File: config.mk
export PLATFORM = sky130hd
export DESIGN_NAME = pclk_selector
export DESIGN_NICKNAME = d
export VERILOG_FILES = /design/src/rtl/pclk_selector.sv
export SDC_FILE = /design/constraint.sdc
export NUM_CORES = 1
export LEC_CHECK = 0
export ABC_AREA = 1
export BUFFER_PORTS_ARGS = -buffer_cell sky130_fd_sc_hd__buf_4
export CORE_MARGIN = 2
export CORE_UTILIZATION = 56
export CTS_CLUSTER_DIAMETER = 200
export DETAILED_ROUTE_END_ITERATION = 10
export PLACE_DENSITY = 0.9
export SLEW_MARGIN = 10
export SYNTH_ARGS = -nofsm -noshare
export SYNTH_HDL_FRONTEND = slang
export SYNTH_SLANG_ARGS = --single-unit
File: constraint.sdc
create_clock -name clk -period 3.1 [get_ports clk]
set_input_delay 0.62 -clock clk [delete_from_list [all_inputs] [get_ports clk]]
set_output_delay 0.62 -clock clk [all_outputs]
set_load 0.05 [all_outputs]
File: src/rtl/pclk_selector.sv
module pclk_selector #(
  parameter int NUM_SRC = 4,
  parameter int RATE_W  = 32,
  parameter int KHZ_W   = 20,
  parameter int DIV_W   = 8,
  parameter int PM_W    = 11
) (
  input  logic                      clk,
  input  logic                      rst_n,
  input  logic                      start,
  input  logic [KHZ_W-1:0]          desired_khz,
  input  logic [NUM_SRC*RATE_W-1:0] src_rate_flat,
  input  logic [NUM_SRC-1:0]        src_present,
  input  logic [NUM_SRC-1:0]        src_settable,
  input  logic [DIV_W-1:0]          div_max,
  input  logic [PM_W-1:0]           pmil_min,
  input  logic [PM_W-1:0]           pmil_max,
  output logic                      busy,
  output logic                      done,
  output logic                      no_match,
  output logic [((NUM_SRC > 1) ? $clog2(NUM_SRC) : 1)-1:0] sel_idx,
  output logic [DIV_W-1:0]          sel_div,
  output logic [RATE_W-1:0]         sel_rate,
  output logic [RATE_W-1:0]         tune_rate
);
  localparam int IDX_W = (NUM_SRC > 1) ? $clog2(NUM_SRC) : 1;
  localparam int SW    = $clog2(NUM_SRC + 1);
  localparam int NW    = RATE_W + 1;
  localparam int CW    = $clog2(NW + 1);

  typedef enum logic [1:0] {S_IDLE, S_PICK, S_DIV, S_EVAL} st_t;
  typedef enum logic [1:0] {P_DIV, P_RATE, P_PMIL} ph_t;

  st_t st;
  ph_t ph;
  logic [SW-1:0]     scan;
  logic [RATE_W-1:0] dhz, rc, ach;
  logic [KHZ_W-1:0]  dkhz;
  logic [DIV_W-1:0]  dv;
  logic [NW-1:0]     dq, dd, dr;
  logic [CW-1:0]     dcnt;

  logic [RATE_W-1:0] cur_rate;
  logic              cur_pres, cur_set;
  always_comb begin
    cur_rate = '0;
    cur_pres = 1'b0;
    cur_set  = 1'b0;
    for (int k = 0; k < NUM_SRC; k++) begin
      if (scan == SW'(k)) begin
        cur_rate = src_rate_flat[k*RATE_W +: RATE_W];
        cur_pres = src_present[k];
        cur_set  = src_settable[k];
      end
    end
  end

  wire [NW:0] trial   = {dr, dq[NW-1]};
  wire        fit     = trial >= {1'b0, dd};
  wire        div_bad = (dq == '0) || (dq > NW'(div_max));
  wire        below   = ach < dhz;
  wire        pm_ok   = below ? (dq >= NW'(pmil_min)) : (dq <= NW'(pmil_max));

  assign busy = (st != S_IDLE);

  always_ff @(posedge clk or negedge rst_n) begin
    if (!rst_n) begin
      st <= S_IDLE; ph <= P_DIV; scan <= '0;
      dhz <= '0; dkhz <= '0; rc <= '0; ach <= '0; dv <= '0;
      dq <= '0; dd <= '0; dr <= '0; dcnt <= '0;
      done <= 1'b0; no_match <= 1'b0;
      sel_idx <= '0; sel_div <= '0; sel_rate <= '0; tune_rate <= '0;
    end else begin
      done <= 1'b0;
      case (st)
        S_IDLE: if (start) begin
          dkhz <= desired_khz;
          dhz  <= RATE_W'(desired_khz) * RATE_W'(1000);
          scan <= '0;
          st   <= S_PICK;
        end
        S_PICK: begin
          if (scan == SW'(NUM_SRC)) begin
            done <= 1'b1; no_match <= 1'b1; st <= S_IDLE;
          end else if (!cur_pres) begin
            scan <= scan + 1'b1;
          end else if (cur_rate == dhz) begin
            done <= 1'b1; no_match <= 1'b0;
            sel_idx <= IDX_W'(scan); sel_div <= DIV_W'(1);
            sel_rate <= cur_rate; tune_rate <= cur_set ? dhz : cur_rate;
            st <= S_IDLE;
          end else begin
            rc <= cur_rate;
            dq <= {1'b0, cur_rate} + NW'(dhz >> 1);
            dd <= {1'b0, dhz};
            dr <= '0; dcnt <= CW'(NW - 1);
            ph <= P_DIV; st <= S_DIV;
          end
        end
        S_DIV: begin
          dq <= {dq[NW-2:0], fit};
          dr <= NW'(fit ? trial - {1'b0, dd} : trial);
          if (dcnt == '0) st <= S_EVAL;
          else dcnt <= dcnt - 1'b1;
        end
        S_EVAL: begin
          case (ph)
            P_DIV: begin
              if (div_bad) begin
                scan <= scan + 1'b1; st <= S_PICK;
              end else begin
                dv <= DIV_W'(dq);
                dq <= {1'b0, rc} + (dq >> 1);
                dd <= dq;
                dr <= '0; dcnt <= CW'(NW - 1);
                ph <= P_RATE; st <= S_DIV;
              end
            end
            P_RATE: begin
              ach <= dq[RATE_W-1:0];
              dq  <= (dq[RATE_W-1:0] < dhz) ? dq : dq + NW'(dkhz) - NW'(1);
              dd  <= NW'(dkhz);
              dr  <= '0; dcnt <= CW'(NW - 1);
              ph  <= P_PMIL; st <= S_DIV;
            end
            default: begin
              if (pm_ok) begin
                done <= 1'b1; no_match <= 1'b0;
                sel_idx <= IDX_W'(scan); sel_div <= dv;
                sel_rate <= ach; tune_rate <= cur_set ? dhz : rc;
                st <= S_IDLE;
              end else begin
                scan <= scan + 1'b1; st <= S_PICK;
              end
            end
          endcase
        end
        default: st <= S_IDLE;
      endcase
    end
  end
endmodule

==> impl_metrics.json, run 1 <==
{
  "clock_sinks": 305,
  "io_pins": 266,
  "cts_buffer_depth": 3,
  "htreeDepth": 2,
  "grt_usage_pct": 87.2,
  "status": "aborted with a tool error",
  "synth_edf_count": 0,
  "seq_area_frac_synth_pct": 25.0,
  "syn-num-nets": 5121,
  "synth_most_common_cell": "nand2_1",
  "initial_utilization_pct": 56.6,
  "netlist_area_sq_um": 30500,
  "place.gp.congestion": 1.11,
  "ys_warn_count": 0,
  "yosysTopAreaCell": "dfrtp_1",
  "grt_start_max_net_pins": 81,
  "postCtsHoldBufs": 0,
  "avgSynthCellArea_sq_um": 6.71,
  "synth_commonest_cells": "nand2_1 (1,358), inv_1 (611), nand3_1 (367)",
  "die_height_um": 238,
  "cts_root_buf": "clkbuf_16",
  "stop_error": "[ERROR GRT-0232] Routing congestion too high. Check the congestion heatmap in the GUI.",
  "rows": 85,
  "flow.stopped_at": "5_1_grt",
  "synth-seq-cells": 305,
  "synthArstFlopShare_pct": 100,
  "synthDistinctLibCells": 55,
  "place_hpwl_um": 115000,
  "post-place-ws_ns": -1.59,
  "synthFlopType": "dfrtp_1",
  "synthTopCellsByArea": "dfrtp_1 (25%), nand2_1 (17%), ha_1 (13%), inv_1 (7.5%), nand3_1 (6.0%)",
  "die_width_um": 238,
  "synth_top_area_share_pct": 25.0,
  "port_buffers": 265,
  "grt-ovfl-total": 679,
  "worst_endpoint_kind": "sequential cell input",
  "grt-worst-endpoint": "dhz[29]$_DFFE_PN0P_/D",
  "syn-instance-count": 4549,
  "cts_buffers": 36
}
==> layer usage <==
layer | GRT usage [%] | GRT overflow
met5 | 59.6 | 4
met1 | 86.8 | 90
met3 | 78.4 | 83
met2 | 98.5 | 312
met4 | 85.0 | 190
==> metrics by stage <==
stage	hold slack, ns	cell area, sq um	util [%]	cells	TNS [ns]
2_1_floorplan	0.324	30900	-	4549	-17.77
3_3_place_gp	0.455	37400	69.4	5896	-105.88
3_5_place_dp	0.459	37400	69.4	5896	-112.00
4_1_cts	0.0492	43400	80.6	6089	-36.10
==> logic make-up after synthesis <==
| logic type | count (synthesis) | synth area share [%] |
|---|---|---|
| simple gates | 2217 | 30.6 |
| buf+inv | 772 | 10.1 |
| fa+ha+maj | 383 | 17.5 |
| flops | 305 | 25.0 |
| xor+xnor | 51 | 1.46 |
| compound gates | 821 | 15.4 |
==> repair_timing <==
item | CTS
endpoints found under the setup margin | 240
pin swaps | 266
gates cloned | 38
endpoints found under the hold margin | 0
resized for setup | 787
setup buffers | 104
==> run 2, diff against run 1 <==
--- a/config.mk
+++ b/config.mk
@@ -8,10 +8,9 @@
 export ABC_AREA = 1
 export BUFFER_PORTS_ARGS = -buffer_cell sky130_fd_sc_hd__buf_4
 export CORE_MARGIN = 2
-export CORE_UTILIZATION = 56
-export CTS_CLUSTER_DIAMETER = 200
+export CORE_UTILIZATION = 40
 export DETAILED_ROUTE_END_ITERATION = 10
-export PLACE_DENSITY = 0.9
+export PLACE_DENSITY_LB_ADDON = 0.15
 export SLEW_MARGIN = 10
 export SYNTH_ARGS = -nofsm -noshare
 export SYNTH_HDL_FRONTEND = slang
==> constraint.sdc (replaced) <==
create_clock -name clk -period 4.03 [get_ports clk]
set_input_delay 0.806 -clock clk [delete_from_list [all_inputs] [get_ports clk]]
set_output_delay 0.806 -clock clk [all_outputs]
set_load 0.05 [all_outputs]
==> run 2 against run 1 <==
  * The flow now finishes, with violations (setup timing)
  * Synthesized cell count did not move
  * Synthesized area did not move
==> impl_metrics.json, run 2 <==
{
  "cts_root_buf": "clkbuf_16",
  "synth_edf_count": 0,
  "slew_violations": 0,
  "place.gp.congestion": 1.05,
  "reg.largest.list": "dd x33, dq x33, dr x33",
  "cts_buffers": 39,
  "arrival_ns": 4.60,
  "synth_top_family_by_area": "simple AND/OR/NAND/NOR gates",
  "rows": 101,
  "io_pins": 266,
  "seq_area_frac_synth_pct": 25.0,
  "nets": 5568,
  "stdcell_count": 6007,
  "synthFlopType": "dfrtp_1",
  "netlist_area_sq_um": 30500,
  "nFillCells": 7909,
  "place_hpwl_um": 113000,
  "die_area_sq_um": 78600,
  "rsz0062_at_grt": "true",
  "grt_antenna_before_repair": 8,
  "criticalPathCategory": "in -> reg",
  "final_cell_mix": "nand2_1 (1,342), inv_1 (591), buf_4 (517), nand3_1 (361), dfrtp_1 (304)",
  "vias_per_cell": 5.52,
  "hold_viol": 0,
  "tns_ns": -0.361,
  "maxClockFrequency_mhz": 242,
  "violations": "setup timing",
  "grt_start_max_net_pins": 140,
  "crit_path_end_kind": "flop",
  "initial_utilization_pct": 40.3,
  "grt-ovfl-total": 0,
  "synth_top_area_share_pct": 25.0,
  "synth-seq-cells": 305,
  "die_width_um": 280,
  "period_share_pct": 103,
  "setup_viol": 5,
  "critPathMaxFanout": 4,
  "postCtsHoldBufs": 0,
  "avgSynthCellArea_sq_um": 6.71,
  "post-place-ws_ns": -0.775,
  "dp_cells": 5909,
  "cts_buffer_depth": 3,
  "syn-instance-count": 4549,
  "finalClockSkew_ns": 0.0402,
  "syn-num-nets": 5121,
  "final_layout_size_suffix_gt1_share_pct": 17.0,
  "final_common_cell": "nand2_1",
  "synthDistinctLibCells": 55,
  "cp.required_ns": 4.49,
  "postRouteWirelength_um": 139000,
  "htreeDepth": 2,
  "synth_most_common_cell": "nand2_1",
  "status": "finished, violations left",
  "die_height_um": 280,
  "post_drt_wl_per_cell_um": 23.2,
  "clkTransAtPathRegs_ns": 0.06,
  "port_buffers": 265,
  "drcViolationCount": 0,
  "grt_pass1_vias": 31300,
  "synthXorXnorAreaFrac_pct": 1.46,
  "synth_commonest_cells": "nand2_1 (1,358), inv_1 (611), nand3_1 (367)",
  "r2r_cells": 24,
  "drtIter0Drc": 3466,
  "hold_class": "in -> async",
  "synthTopCellsByArea": "dfrtp_1 (25%), nand2_1 (17%), ha_1 (13%), inv_1 (7.5%), nand3_1 (6.0%)",
  "timing.slew.headroom_pct": 39.0,
  "grt_usage_pct": 34.8,
  "cap_violations": 0,
  "synthSimpleGateAreaFrac_pct": 30.6,
  "yosys.area_share.adder_pct": 17.5,
  "clock_sinks": 305,
  "firstDrtPassIters": 6,
  "synth-compound-area-share_pct": 15.4,
  "yosysTopAreaCell": "dfrtp_1",
  "worst_pin_slew_ns": 0.914,
  "period_minus_slack_ns": 4.14,
  "area_growth_pct": 22.7,
  "clock_latency_ns": 0.61,
  "grt_pass1_wl_um": 202000,
  "synthArstFlopShare_pct": 100,
  "synthMuxAreaShare_pct": 0,
  "ant_nets": 0,
  "setup_ws_ns": -0.108,
  "ys_warn_count": 0,
  "coreArea_sq_um": 75800,
  "fin_util_pct": 49.4,
  "vias": 33200,
  "cp-start-kind": "primary input",
  "cts_tree": "yes"
}
-- run 2: cells by family after synthesis --
family,Yosys count
compound gates,821
flops,305
xor+xnor,51
buf+inv,772
fa+ha+maj,383
simple gates,2217
-- run 2: worst paths after layout --
check                                 from          to  slack [ns]
min                                  rst_n  sel_idx[1]        0.12
max                        desired_khz[12]     dhz[27]       -0.11
min reg2reg                         dd[17]      dd[17]        0.47
max reg2reg                        scan[1]      dq[31]        0.17
max in group asynchronous            rst_n    dkhz[13]        2.96
min in group clk                    dd[17]      dd[17]        0.47
-- run 2: critical path: stages --
cell and delay, ns:
buf_8 0.08, clkinvlp_4 0.12, fa_2 0.49, fa_1 0.53, inv_2 0.04, fa_1 0.47
inv_1 0.05, fa_1 0.51, inv_2 0.05, ha_4 0.26, nand2_4 0.09, buf_4 0.11
o21ai_2 0.07, a21oi_2 0.16, nand3_2 0.14, a31o_4 0.26, or2_4 0.24, nand3_2 0.06
o21ai_2 0.05
-- run 2: layout make-up --
class / count / area (sq um) / share of cell area, %
antenna: 2 / 5.00 / 0.0134
clock buffer: 48 / 1050 / 2.80
clock inverter: 24 / 343 / 0.915
inverter: 630 / 2400 / 6.40
multi-input combinational: 3474 / 20500 / 54.6
sequential: 305 / 7630 / 20.4
tap: 978 / 1220 / 3.26
timing repair buffer: 546 / 4370 / 11.7
-- run 2: repair_timing --
item | CTS | global route
buffers inserted | 16 | 7
gates cloned | 0 | 2
endpoints found under the setup margin | 9 | 35
gates resized for setup | 21 | 75
pin swaps | 39 | 41
-- run 2: metal layers --
layer | share of wire (%) | up-vias | track usage (%)
met3 | 9.9 | 337 | 7.34
met1 | 42 | 15500 | 47.1
met4 | 5.6 | 8 | 16.3
met2 | 42 | 1566 | 52.9
met5 | 0.037 | - | 0
li1 | - | 15800 | -
-- run 2: through the flow --
stage               cell area (sq um)  hold slack (ns)
floorplan                       30900            0.442
global placement                35600            0.456
detailed placement              35600            0.460
CTS                             37200            0.150
global route                    37500            0.183
finish                          37500            0.124
Power of run 2 is left out: the tool's default activity adds up to more than one toggle a clock period on the data nets, which glitch-free logic cannot reach.
==> run 3, diff against run 2 <==
--- a/config.mk
+++ b/config.mk
@@ -11,7 +11,9 @@
 export CORE_UTILIZATION = 40
 export DETAILED_ROUTE_END_ITERATION = 10
 export PLACE_DENSITY_LB_ADDON = 0.15
+export RECOVER_POWER = 25
 export SLEW_MARGIN = 10
 export SYNTH_ARGS = -nofsm -noshare
 export SYNTH_HDL_FRONTEND = slang
 export SYNTH_SLANG_ARGS = --single-unit
+export TNS_END_PERCENT = 20
==> run 3 against run 2 <==
  * The flow finishes with violations (capacitance limit, slew limit, setup timing)
  * Final area is 0.45% higher
  * Clock skew is 0.018 ns higher
  * Clock-buffer cell count is 2 lower
  * Via count is 0.32% higher
  * Register-to-register slack better by 0.03 ns
  * Maximum frequency is 1.4% higher
  * Critical path depth is 1 higher
  * Final cell count is 0.45% higher
  * Setup slack better by 0.059 ns
  * Utilization is 0.22 points higher
  * Global-route usage is 0.58 points higher
  * Highest routed layer unchanged
==> impl_metrics.json, run 3 (synthesis gave the netlist of run 2 again) <==
{
  "cp-start-kind": "primary input",
  "violations": "capacitance limit, slew limit, setup timing",
  "period_minus_slack_ns": 4.08,
  "io_pins": 266,
  "cts_buffer_depth": 3,
  "clock_sinks": 305,
  "finalClockSkew_ns": 0.0578,
  "nFillCells": 7871,
  "slowest_delay_ns": 0.52,
  "worst_path_most_repeated_cell": "fa_1",
  "final_cell_area_sq_um": 37700,
  "place_hpwl_um": 114000,
  "htreeDepth": 2,
  "multi_input_area_sq_um": 20400,
  "final_layout_size_suffix_gt1_share_pct": 17.2,
  "setup_ws_ns": -0.0489,
  "clkTransAtPathRegs_ns": 0.06,
  "arrival_ns": 4.60,
  "firstDrtPassIters": 7,
  "port_buffers": 265,
  "setup_viol": 5,
  "grt-ovfl-total": 0,
  "rows": 101,
  "critPathMaxFanout": 4,
  "grt_start_max_net_pins": 99,
  "drtIter0Drc": 3714,
  "cap_violations": 1,
  "maxClockFrequency_mhz": 245,
  "die_height_um": 280,
  "grt_pass1_wl_um": 206000,
  "cp_cell_sequence": "buf_8, clkinvlp_4, fa_1, fa_1, inv_2, fa_1, inv_2, fa_1, inv_2, ha_4, nand2_4, nor4_4, buf_4, nand4_1, nand3_2, nand2_2, nand3_2, or2_4, nand3_2, o21ai_1",
  "crit_path_end_kind": "flop",
  "vias": 33300,
  "reg.largest.list": "dd x33, dq x33, dr x33",
  "die_area_sq_um": 78600,
  "cp_top_family": "adder cells",
  "area_growth_pct": 23.3,
  "period_share_pct": 101,
  "final_cell_mix": "nand2_1 (1,342), inv_1 (591), buf_4 (544), nand3_1 (362), dfrtp_1 (305)",
  "cp.required_ns": 4.55,
  "worst_pin_slew_ns": 2.87,
  "final_common_cell": "nand2_1",
  "nets": 5596,
  "vias_per_cell": 5.51,
  "criticalPathCategory": "in -> reg",
  "clock_latency_ns": 0.62,
  "post-place-ws_ns": -0.878,
  "ant_nets": 0,
  "drcViolationCount": 0,
  "postCtsHoldBufs": 0,
  "timing.slew.headroom_pct": -91.5,
  "fin_util_pct": 49.7,
  "tns_ns": -0.212,
  "hold_class": "reg -> reg",
  "grt_antenna_before_repair": 10,
  "grt_pass1_vias": 31400,
  "cts_root_buf": "clkbuf_16",
  "crit_slowest_cell": "fa_1",
  "grt_usage_pct": 35.4,
  "crit_buf_inv": 6,
  "postRouteWirelength_um": 140000,
  "die_width_um": 280,
  "cts_buffers": 40,
  "hold_viol": 0,
  "place.gp.congestion": 1.07,
  "rsz0062_at_grt": "true",
  "status": "finished, violations left",
  "post_drt_wl_per_cell_um": 23.2,
  "placed_cell_area_sq_um": 35800,
  "coreArea_sq_um": 75800,
  "regArea_sq_um": 7630,
  "cts_tree": "yes",
  "initial_utilization_pct": 40.3,
  "slew_violations": 99
}
run 3: stage by stage:
| stage | hold slack, ns | std cells |
|---|---|---|
| after floorplan | 0.442 | 4549 |
| after global placement | 0.457 | 5955 |
| after detailed placement | 0.460 | 5955 |
| after CTS | 0.264 | 6029 |
| after global routing | 0.490 | 6032 |
| final | 0.472 | 6034 |
run 3: tightest hold or removal path: stages (launching register included):
cell and delay [ns]:
dfrtp_1 0.34, nand2_1 0.05, nand2_1 0.04
run 3: cell type report:
| type | instances | area share (%) |
|---|---|---|
| Antenna cell | 2 | 0.0133 |
| Clock buffer | 46 | 2.82 |
| Clock inverter | 26 | 1.08 |
| Inverter | 630 | 6.36 |
| Multi-Input combinational cell | 3473 | 54.1 |
| Sequential cell | 305 | 20.3 |
| Tap cell | 978 | 3.25 |
| Timing Repair Buffer | 574 | 12.1 |
run 3: repair_timing:
item	4_1_cts	5_1_grt
pin swaps	16	50
endpoints found under the setup margin	11	44
cloned	0	1
buffers inserted	2	3
resized for setup	15	88
run 3: worst paths after layout:
check,start,endpoint,slack (ns),cells after the start
hold reg to reg,sel_div[4],sel_div[4],0.47,2
hold / removal,sel_div[4],sel_div[4],0.47,2
setup / recovery,desired_khz[12],dhz[29],-0.05,20
setup reg to reg,scan[0],dq[31],0.20,23
max in group asynchronous,rst_n,dq[26],0.48,2
min in group asynchronous,rst_n,tune_rate[10],1.04,1
run 3: routing by layer:
| metal | global-route usage (%) | routed length, um | vias to the layer above |
|---|---|---|---|
| li1 | - | - | 15800 |
| met1 | 49.5 | 61200 | 15700 |
| met2 | 53.1 | 58900 | 1488 |
| met3 | 6.67 | 12800 | 324 |
| met4 | 15.3 | 6920 | 8 |
| met5 | 0 | 43 | - |
Power of run 3 is left out for the same reason.
